$ cat config.mk
export PLATFORM = sky130hd
export DESIGN_NAME = clkcfg_regs
export DESIGN_NICKNAME = d
export VERILOG_FILES = /design/src/rtl/clkcfg_pkg.sv /design/src/rtl/clkcfg_rst_sync.sv /design/src/rtl/clkcfg_wr_dec.sv /design/src/rtl/clkcfg_field_reg.sv /design/src/rtl/clkcfg_div_stage.sv /design/src/rtl/clkcfg_regs.sv
export SDC_FILE = /design/constraint.sdc
export NUM_CORES = 1
export LEC_CHECK = 0
export CAP_MARGIN = 25
export CORE_MARGIN = 8
export CORE_UTILIZATION = 49
export DETAILED_ROUTE_END_ITERATION = 8
export HOLD_SLACK_MARGIN = 0.12
export MAX_ROUTING_LAYER = met4
export PLACE_DENSITY = 0.82
export SYNTH_ARGS = -nofsm -noshare
export SYNTH_HDL_FRONTEND = slang
export SYNTH_SLANG_ARGS = --single-unit
$ cat constraint.sdc
create_clock -name clk -period 2.81 [get_ports clk]
set_input_delay 0.281 -clock clk [delete_from_list [all_inputs] [get_ports clk]]
set_output_delay 0.281 -clock clk [all_outputs]
set_load 0.01 [all_outputs]
$ cat src/rtl/clkcfg_pkg.sv
package clkcfg_pkg;
  localparam int unsigned IDX_W   = 8;
  localparam int unsigned BYTE_W  = 8;
  localparam int unsigned HI_W    = 8;
  localparam int unsigned LO_W    = 4;
  localparam int unsigned RATIO_W = HI_W + LO_W;
  localparam int unsigned RNG_W   = 2;
  localparam int unsigned CUR_W   = 3;
  localparam int unsigned PH_W    = 5;

  localparam logic [IDX_W-1:0] IDX_REV    = 8'h00;
  localparam logic [IDX_W-1:0] IDX_DIVHI  = 8'h01;
  localparam logic [IDX_W-1:0] IDX_DIVLO  = 8'h02;
  localparam logic [IDX_W-1:0] IDX_CLKGEN = 8'h03;
  localparam logic [IDX_W-1:0] IDX_PHASE  = 8'h04;

  localparam logic [BYTE_W-1:0]  REV_VALUE = 8'h01;
  localparam logic [RATIO_W-1:0] RATIO_RST = 12'd1693;
  localparam logic [RNG_W-1:0]   RNG_RST   = 2'b00;
  localparam logic [CUR_W-1:0]   CUR_RST   = 3'b001;
  localparam logic [PH_W-1:0]    PH_RST    = 5'd16;

  typedef struct packed {
    logic div_hi;
    logic div_lo;
    logic clkgen;
    logic phase;
  } wr_sel_t;
endpackage

$ cat src/rtl/clkcfg_rst_sync.sv
module clkcfg_rst_sync #(
  parameter int unsigned STAGES = 2
) (
  input  logic clk,
  input  logic rst_n,
  output logic rst_sync_n
);
  logic [STAGES-1:0] sync_q;
  logic [STAGES-1:0] sync_d;

  always_comb begin
    sync_d = {sync_q[STAGES-2:0], 1'b1};
  end

  always_ff @(posedge clk or negedge rst_n) begin
    if (!rst_n) sync_q <= '0;
    else        sync_q <= sync_d;
  end

  assign rst_sync_n = sync_q[STAGES-1];
endmodule

$ cat src/rtl/clkcfg_wr_dec.sv
module clkcfg_wr_dec
  import clkcfg_pkg::*;
(
  input  logic             wr_en,
  input  logic [IDX_W-1:0] addr,
  output wr_sel_t          sel
);
  always_comb begin
    sel = '0;
    if (wr_en) begin
      unique case (addr)
        IDX_DIVHI:  sel.div_hi = 1'b1;
        IDX_DIVLO:  sel.div_lo = 1'b1;
        IDX_CLKGEN: sel.clkgen = 1'b1;
        IDX_PHASE:  sel.phase  = 1'b1;
        default:    sel = '0;
      endcase
    end
  end
endmodule

$ cat src/rtl/clkcfg_field_reg.sv
module clkcfg_field_reg #(
  parameter int unsigned    W   = 4,
  parameter logic [W-1:0]   RST = '0
) (
  input  logic         clk,
  input  logic         rst_n,
  input  logic         en,
  input  logic [W-1:0] d,
  output logic [W-1:0] q
);
  logic [W-1:0] q_next;

  always_comb begin
    q_next = en ? d : q;
  end

  always_ff @(posedge clk or negedge rst_n) begin
    if (!rst_n) q <= RST;
    else        q <= q_next;
  end
endmodule

$ cat src/rtl/clkcfg_div_stage.sv
module clkcfg_div_stage #(
  parameter int unsigned HI_W = 8,
  parameter int unsigned LO_W = 4,
  parameter logic [HI_W+LO_W-1:0] RST = '0
) (
  input  logic                 clk,
  input  logic                 rst_n,
  input  logic                 hi_we,
  input  logic                 lo_we,
  input  logic [HI_W-1:0]      hi_d,
  input  logic [LO_W-1:0]      lo_d,
  output logic [HI_W-1:0]      pend_hi,
  output logic [LO_W-1:0]      pend_lo,
  output logic [HI_W+LO_W-1:0] active
);
  localparam int unsigned TOT_W = HI_W + LO_W;

  logic [HI_W-1:0]  pend_hi_next;
  logic [LO_W-1:0]  pend_lo_next;
  logic [TOT_W-1:0] active_next;

  always_comb begin
    pend_hi_next = hi_we ? hi_d : pend_hi;
    pend_lo_next = lo_we ? lo_d : pend_lo;
    // the low write is the commit point: both halves move together
    active_next  = lo_we ? {pend_hi, lo_d} : active;
  end

  always_ff @(posedge clk or negedge rst_n) begin
    if (!rst_n) begin
      pend_hi <= RST[TOT_W-1:LO_W];
      pend_lo <= RST[LO_W-1:0];
      active  <= RST;
    end else begin
      pend_hi <= pend_hi_next;
      pend_lo <= pend_lo_next;
      active  <= active_next;
    end
  end
endmodule

$ cat src/rtl/clkcfg_regs.sv
module clkcfg_regs
  import clkcfg_pkg::*;
(
  input  logic               clk,
  input  logic               rst_n,
  input  logic               wr_en,
  input  logic [IDX_W-1:0]   addr,
  input  logic [BYTE_W-1:0]  wr_data,
  output logic [BYTE_W-1:0]  rd_data,
  output logic [RATIO_W-1:0] div_ratio_o,
  output logic [RATIO_W:0]   div_count_o,
  output logic [RNG_W-1:0]   vco_range_o,
  output logic [CUR_W-1:0]   pump_cur_o,
  output logic [PH_W-1:0]    phase_o
);
  localparam int unsigned CG_W    = RNG_W + CUR_W;
  localparam int unsigned CG_PAD  = BYTE_W - CG_W;
  localparam int unsigned PH_PAD  = BYTE_W - PH_W;
  localparam int unsigned LO_PAD  = BYTE_W - LO_W;

  logic                rst_sync_n;
  wr_sel_t             sel;
  logic [HI_W-1:0]     pend_hi;
  logic [LO_W-1:0]     pend_lo;
  logic [CG_W-1:0]     clkgen_q;

  clkcfg_rst_sync #(.STAGES(2)) u_rst (
    .clk(clk), .rst_n(rst_n), .rst_sync_n(rst_sync_n)
  );

  clkcfg_wr_dec u_dec (.wr_en(wr_en), .addr(addr), .sel(sel));

  clkcfg_div_stage #(.HI_W(HI_W), .LO_W(LO_W), .RST(RATIO_RST)) u_div (
    .clk(clk), .rst_n(rst_sync_n),
    .hi_we(sel.div_hi), .lo_we(sel.div_lo),
    .hi_d(wr_data), .lo_d(wr_data[BYTE_W-1 -: LO_W]),
    .pend_hi(pend_hi), .pend_lo(pend_lo), .active(div_ratio_o)
  );

  clkcfg_field_reg #(.W(CG_W), .RST({RNG_RST, CUR_RST})) u_clkgen (
    .clk(clk), .rst_n(rst_sync_n), .en(sel.clkgen),
    .d(wr_data[BYTE_W-1 -: CG_W]), .q(clkgen_q)
  );

  clkcfg_field_reg #(.W(PH_W), .RST(PH_RST)) u_phase (
    .clk(clk), .rst_n(rst_sync_n), .en(sel.phase),
    .d(wr_data[BYTE_W-1 -: PH_W]), .q(phase_o)
  );

  assign vco_range_o = clkgen_q[CG_W-1 -: RNG_W];
  assign pump_cur_o  = clkgen_q[CUR_W-1:0];
  assign div_count_o = {1'b0, div_ratio_o} + {{RATIO_W{1'b0}}, 1'b1};

  always_comb begin
    unique case (addr)
      IDX_REV:    rd_data = REV_VALUE;
      IDX_DIVHI:  rd_data = pend_hi;
      IDX_DIVLO:  rd_data = {pend_lo, {LO_PAD{1'b0}}};
      IDX_CLKGEN: rd_data = {clkgen_q, {CG_PAD{1'b0}}};
      IDX_PHASE:  rd_data = {phase_o, {PH_PAD{1'b0}}};
      default:    rd_data = '0;
    endcase
  end
endmodule

# Word level (Yosys, flattened, before mapping)
# Cells that the tools add are included.
[op_classes] add_sub_neg=1 mul=0 n_div=0 n_lt_le_gt_ge=0 n_eq_ne=4 n_shift=0 mux=6 bitwise=0 n_reduce_logical=1
[op_table] cell="$pmux W8 S5" count=1
[op_table] cell="$eq A8 B2 Y1 const B" count=2
[op_table] cell="$add A12 B1 Y13 const B" count=1
[op_table] cell="$eq A8 B1 Y1 const B" count=1
[op_table] cell="$eq A8 B3 Y1 const B" count=1
[op_table] cell="$logic_not A8 Y1" count=1
[op_table] cell="$mux W1" count=4
[op_table] cell="$mux W4" count=1
[word_totals] register_bits=36 latchBits=0 ramBits=0 rom_bits=0 inputBits=19 output_inout_bits=43 elab_cells=18 mem_count=0

# Longest topological paths before layout
# Gate-level depths: netlist (run 1).
[logic_depth] word_depth=3 ltp_mapped=5 mapped_depth_nobuf=4

# By module
# A second synthesis (run 1) with hierarchy kept.
[hier_totals] cells_unflattened=140 area_unflattened_um2=1752.9
[modules_own_cells] module="clkcfg_div_stage" instances=1 cells_each=46 area_per_inst_um2=829.5 seq_area_each_um2=514.2
[modules_own_cells] module="clkcfg_regs" instances=1 cells_each=62 area_per_inst_um2=437.9 seq_area_each_um2=0.0
[modules_own_cells] module="clkcfg_field_reg" instances=2 cells_each=10 area_per_inst_um2=182.7 seq_area_each_um2=126.4
[modules_own_cells] module="clkcfg_wr_dec" instances=1 cells_each=9 area_per_inst_um2=66.3 seq_area_each_um2=0.0
[modules_own_cells] module="clkcfg_rst_sync" instances=1 cells_each=3 area_per_inst_um2=53.8 seq_area_each_um2=50.0

# Worst setup path before layout (run 1)
# No wires, ideal clock.
[synth_timing] kind="flip-flop to output port" startpoint="register u_div.pend_lo[0] (netlist name)" endpoint="output div_count_o[10]" arrival_ns=1.384 required_ns=2.529 slack_ns=1.145 path_stages_with_launch=5 path_buffers=0 path_cell_list="dfstp_2 > ha_1 > nand4_1 > nor3_1 > xor2_1"
[synth_rtl] item="end: declaration" line_no="clkcfg_regs.sv:11" source="output logic [RATIO_W:0] div_count_o,"

==> impl_metrics.env, run 1 <==
export IMPL_outcome="completed"
export IMPL_timing_final_hold_violations=0
export IMPL_floorplan_die_area_um2=5861
export IMPL_least_margin_pin_slew_ns=0.5479
export IMPL_cpMaxStageDelayCell="dfstp_2"
export IMPL_grt_pass1_wl_mm=7.624
export IMPL_post_route_drc_count=0
export IMPL_number_of_maximum_capacitance_constraint_violations=0
export IMPL_clk_pin_slew_ns=0.06
export IMPL_synth_async_reset_ratio_pct=100.0
export IMPL_timing_final_setup_violations=0
export IMPL_synth_sequential_area_ratio_pct=45.47
export IMPL_worst_path_largest_cell_delay_ns=0.61
export IMPL_setup_tns_ns=0
export IMPL_final_common_cell="clkdlybuf4s50_1"
export IMPL_power_leakage_nw=1.082
export IMPL_critPathRequiredTime_ns=2.53
export IMPL_ys_warnings_count=0
export IMPL_numClockSinks=32
export IMPL_clock_fmax_ghz=0.3877
export IMPL_timing_slew_headroom_pct=63.39
export IMPL_fp_dieH_um=76.56
export IMPL_cts_root_to_sink_buffers=2
export IMPL_clock_latency_reported_for_the_late_side_of_the_worst_skew_pair_ns=0.29
export IMPL_cts_htree_levels=2
export IMPL_worst_clock_skew_ns=0.007407
export IMPL_synth_cell_type_count=31
export IMPL_drive_gt1_share_pct=28.31
export IMPL_antenna_cells_inserted=0
export IMPL_vias_per_cell=5.288
export IMPL_gr_total_overflow=0
export IMPL_io_pin_count=62
export IMPL_seq_cells_post_synth=32
export IMPL_post_cts_resized_instances=0
export IMPL_timing_worst_setup_path_type="flip-flop to primary output"
export IMPL_detail_routed_net_length_per_standard_cell_um=17.10
export IMPL_fin_area_um2=2580
export IMPL_vdd_ir_drop_max_uv=399.3
export IMPL_synth_net_count=170
export IMPL_detailedRoute_firstPassIterationCount=4
export IMPL_worstPathMaxFanout=7
export IMPL_setup_worst_path_end_class="primary output"
export IMPL_grt_use_met3_pct=5.071
export IMPL_antenna_found_initial=0
export IMPL_die_width_um=76.56
export IMPL_first_global_vias=1487
export IMPL_cp_top_family="flip-flops"
export IMPL_global_route_usage_total_pct=16.32
export IMPL_layout_worst_path_cycle_share_pct=91.80
export IMPL_detailed_place_area_um2=2461
export IMPL_syn_avg_cell_area_um2=11.98
export IMPL_globalplace_congestion=0.8354
export IMPL_crit_chain="ha_1 -> nand4_1 -> nor3_1 -> xor2_1 -> clkdlybuf4s50_1"
export IMPL_std_cell_rows=22
export IMPL_power_per_cell_area_nw_per_um2=376.7
export IMPL_netlist_area_um2=1797
export IMPL_maxSlewViolCount=0
export IMPL_io_buffer_count=61
export IMPL_placed_cells=257
export IMPL_met2_usage_pct=28.02
export IMPL_num_nets_final=238
export IMPL_final_cell_mix="clkdlybuf4s50_1, mux2_2, dfrtp_1"
export IMPL_cts_root_buffer="clkbuf_8"
export IMPL_layoutNonFillerInstCount=267
export IMPL_clock_tree_from_tritoncts="yes"
export IMPL_min_path_type="input pin to asynchronous set/reset pin"
export IMPL_netlist_instances=150
export IMPL_worst_endpoint_arrival_ns=2.30
export IMPL_dominantRegCellSynth="dfrtp_1"
export IMPL_grt_busiest_layer="met2"
export IMPL_detailedRoute_firstIterationViolations=44
export IMPL_start_util_pct=49.83
export IMPL_timing_critical_path_from_type="flip-flop"
export IMPL_num_vias=1412
export IMPL_number_of_synthesized_flops_with_an_enable_pin=0
export IMPL_core_region_area_um2=3606
export IMPL_grtUsageMet1_pct=17.09
export IMPL_syn2layout_area_growth_pct=43.59
export IMPL_dpl_hpwl_mm=3.530
export IMPL_totalWireLength_mm=4.565
export IMPL_antenna_left=0
export IMPL_layout_min_cycle_time_ns=2.579
export IMPL_numCtsBuffers=5
export IMPL_grt_max_degree=28
export IMPL_rsz0062_at_grt="false"
export IMPL_timing_critical_path_buf_inv=1
==> kinds of logic (layout without fill, tap and decap cells) <==
group	count (synthesis)	count (layout)	share of synthesized area, %
adder cells (fa/ha/maj)	1	1	0.6963
multiplexers	34	34	23.40
other	1	1	0.2087
AND/OR/NAND/NOR	49	49	18.11
AO/OA/AOI/OAI	11	11	3.761
flip-flops	32	32	45.47
XOR/XNOR	10	10	4.874
buffers and inverters	12	81	3.481
==> synth_stat cells, types with 3 or more instances <==
cell type  number  area, um2
a21o_1          5      37.54
a21oi_1         6      30.03
clkbuf_1        3      11.26
dfrtp_1        19      475.5
dfstp_2        13      341.6
inv_1           5      18.77
mux2_2         23      259.0
mux2_4         10      150.1
nand2_1         9      33.78
nand3_1         6      30.03
nand3b_1       10      75.07
nor2_1          4      15.01
nor2b_1         3      18.77
nor3_1          3      15.01
nor4_1          3      18.77
xnor2_1         5      43.79
xor2_1          5      43.79
==> report_power, final <==
group / leakage, nW / internal, W / switching, W
Combinational: 0.647 / 0.0000792 / 0.0000545
Clock: 0.0422 / 0.000173 / 0.000163
Sequential: 0.393 / 0.000484 / 0.0000180
==> per-stage QoR <==
stage          setup WS, ns  total power (W)  utilization [%]  hold WS (ns)
2_1_floorplan         1.145        0.0005586                -      -0.01459
3_3_place_gp         0.4656        0.0006337            68.25        0.3397
3_5_place_dp         0.4455        0.0006380            68.25        0.3518
4_1_cts              0.2071        0.0009712            70.51        0.1558
5_1_grt             0.07917         0.001018            71.55        0.1454
6_report             0.2305        0.0009718            71.55        0.1545
==> final timing paths <==
kind / from / end / slack (ns) / depth (start not counted)
min in group clk: u_rst.sync_q[0] / u_rst.sync_q[1] / 0.36 / 0
min reg2reg: u_rst.sync_q[1] / u_div.pend_lo[1] / 0.27 / 1
max: u_div.pend_lo[0] / div_count_o[10] / 0.23 / 5
max reg2reg: u_rst.sync_q[1] / u_clkgen.q[3] / 1.93 / 1
max in group asynchronous: u_rst.sync_q[1] / u_clkgen.q[3] / 1.93 / 1
min: rst_n / u_rst.sync_q[0] / 0.15 / 1
==> layer usage <==
metal | up-vias | share of wire, %
met4 | 0 | 1.4
met3 | 6 | 6.3
met1 | 696 | 42
met2 | 47 | 50
met5 | - | 0
li1 | 663 | -
==> area by class of cell <==
class                           instances  area (um2)
Fill cell                             255        1026
Multi-Input combinational cell        106       917.1
Sequential cell                        32       817.0
Timing Repair Buffer                   68       685.7
Clock buffer                            7       76.32
Tap cell                               48       60.06
Inverter                                5       18.77
Clock inverter                          1       5.005
==> what timing repair did <==
| item | 4_1_cts | 5_1_grt |
|---|---|---|
| endpoints found under the hold margin | 0 | 3 |
| hold buffers | 0 | 1 |
| setup endpoints to repair | 0 | 0 |
| setup buffers | 0 | 0 |
==> flip-flops by register name, summed over array words and instances, names as in the netlist <==
register and cells:
u_phase.q 5, u_div.pend_hi 8, u_rst.sync_q 2, u_div.active 9, u_div.pend_lo 3, u_clkgen.q 5
(Power assumes the default switching activity.)
==> run 2, diff against run 1 <==
- CORE_ASPECT_RATIO: unset -> 1.1
==> impl_metrics.env, run 2 (same netlist as run 1, synthesis figures left out) <==
export IMPL_floorplan_die_area_um2=5863
export IMPL_num_nets_final=237
export IMPL_core_region_area_um2=3568
export IMPL_setup_tns_ns=0
export IMPL_clock_tree_from_tritoncts="yes"
export IMPL_cts_root_buffer="clkbuf_8"
export IMPL_layout_min_cycle_time_ns=2.568
export IMPL_cts_hold_repair_buffers=0
export IMPL_num_vias=1396
export IMPL_numClockSinks=32
export IMPL_timing_slew_headroom_pct=49.70
export IMPL_global_route_usage_total_pct=17.16
export IMPL_rr_endpoint="u_clkgen.q[0]"
export IMPL_io_pin_count=62
export IMPL_clock_fmax_ghz=0.3895
export IMPL_post_cts_resized_instances=0
export IMPL_cts_htree_levels=2
export IMPL_finished_core_util_pct=71.53
export IMPL_layout_worst_path_cycle_share_pct=91.38
export IMPL_setup_worst_path_end_class="primary output"
export IMPL_cts_root_to_sink_buffers=2
export IMPL_finalWorstSetupSlack_ns=0.2423
export IMPL_r2r_start="u_rst.sync_q[1]"
export IMPL_antenna_cells_inserted=0
export IMPL_detailed_place_area_um2=2471
export IMPL_final_cell_mix="clkdlybuf4s50_1, mux2_2, dfrtp_1"
export IMPL_totalWireLength_mm=4.631
export IMPL_dpl_worst_slack_ns=0.4158
export IMPL_number_of_maximum_capacitance_constraint_violations=0
export IMPL_power_per_cell_area_nw_per_um2=377.2
export IMPL_fp_dieH_um=79.51
export IMPL_numCtsBuffers=5
export IMPL_antenna_found_initial=0
export IMPL_syn2layout_area_growth_pct=42.06
export IMPL_least_margin_pin_slew_ns=0.7545
export IMPL_globalplace_congestion=0.8186
export IMPL_timing_worst_setup_path_type="flip-flop to primary output"
export IMPL_io_buffer_count=61
export IMPL_drive_gt1_share_pct=28.44
export IMPL_worst_clock_skew_ns=0.005932
export IMPL_r2r_worst_path_cells=1
export IMPL_worst_endpoint_arrival_ns=2.29
export IMPL_fin_area_um2=2552
export IMPL_std_cell_rows=23
export IMPL_grt_max_degree=21
export IMPL_post_route_drc_count=0
export IMPL_reg_top3="u_div.active (9), u_div.pend_hi (8)"
export IMPL_rsz0062_at_grt="false"
export IMPL_die_width_um=73.74
export IMPL_clk_pin_slew_ns=0.06
export IMPL_crit_end="div_count_o[10]"
export IMPL_detail_routed_net_length_per_standard_cell_um=17.28
export IMPL_flip_flop_count_of_the_largest_register_after_layout=9
export IMPL_gr_total_overflow=0
export IMPL_timing_critical_path_from_type="flip-flop"
export IMPL_critPathRequiredTime_ns=2.53
export IMPL_placed_cells=260
export IMPL_vias_per_cell=5.209
export IMPL_grt_pass1_wl_mm=7.438
export IMPL_layoutNonFillerInstCount=268
export IMPL_detailedRoute_firstIterationViolations=33
export IMPL_start_util_pct=50.35
export IMPL_slack_of_the_worst_reg_to_reg_path_ns=1.83
export IMPL_nFillCells=297
export IMPL_number_of_buffers_inserted_to_repair_setup_after_cts=0
export IMPL_crit_path_start="u_div.pend_lo[0]"
export IMPL_detailedRoute_firstPassIterationCount=4
export IMPL_dpl_hpwl_mm=3.745
export IMPL_first_global_vias=1498
export IMPL_largest_register="u_div.active"
export IMPL_clock_latency_reported_for_the_late_side_of_the_worst_skew_pair_ns=0.29
export IMPL_worstPathMaxFanout=7
export IMPL_vdd_ir_drop_max_uv=378.6
export IMPL_final_common_cell="clkdlybuf4s50_1"
export IMPL_power_leakage_nw=1.069
export IMPL_maxSlewViolCount=0
export IMPL_antenna_left=0
export IMPL_timing_final_setup_violations=0
export IMPL_outcome="completed"
export IMPL_timing_final_hold_violations=0
export IMPL_min_path_type="input pin to asynchronous set/reset pin"
-- run 2: changes by cell type in the layout (fill, tap and decap cells not counted), sizes merged --
cell         before  now
dlygate4sd3       1    0
-- run 2: worst max-delay path: stages (launching register included) --
cell             delay [ns]
dfstp_2                0.60
ha_1                   0.22
nand4_1                0.20
nor3_1                 0.23
xor2_1                 0.18
clkdlybuf4s50_1        0.57
-- run 2: area by class of cell --
class / count / area [um2] / area share, %
well taps: 50 / 62.56 / 2.451
multi-input cells: 106 / 917.1 / 35.93
clock inverters: 1 / 5.005 / 0.1961
clock buffers: 7 / 76.32 / 2.990
flip-flops and latches: 32 / 817.0 / 32.01
inverters: 5 / 18.77 / 0.7353
repair buffers: 67 / 655.6 / 25.69
-- run 2: per-layer routing --
layer	GRT usage (%)	part of all wire [%]	routed length (um)	up-vias
met5	-	0	0	-
met1	17.38	38	1770	672
li1	-	-	-	669
met4	7.000	2.3	107	0
met3	5.276	5.9	271	10
met2	29.81	54	2481	45
-- run 2: worst min path at each step --
stage / start / endpoint / slack (ns) / depth (start not counted)
after CTS: rst_n / u_rst.sync_q[0] / 0.14 / 1
after global placement: u_rst.sync_q[1] / u_clkgen.q[4] / 0.32 / 0
after floorplan: rst_n / u_rst.sync_q[0] / -0.01 / 0
final: rst_n / u_rst.sync_q[0] / 0.15 / 1
after detailed placement: u_rst.sync_q[1] / u_clkgen.q[4] / 0.34 / 0
after global routing: rst_n / u_rst.sync_q[0] / 0.14 / 1
-- run 2: where the power goes --
part	total (W)	switching, W	internal [W]
combinational	0.000124	0.0000497	0.0000748
clock	0.000333	0.000159	0.000173
sequential	0.000506	0.0000220	0.000484
-- run 2: through the flow --
step | power [W] | hold slack, ns
2_1_floorplan | 0.0005586 | -0.01459
3_3_place_gp | 0.0006321 | 0.3203
3_5_place_dp | 0.0006389 | 0.3402
4_1_cts | 0.0009732 | 0.1438
5_1_grt | 0.001008 | 0.1442
6_report | 0.0009628 | 0.1480
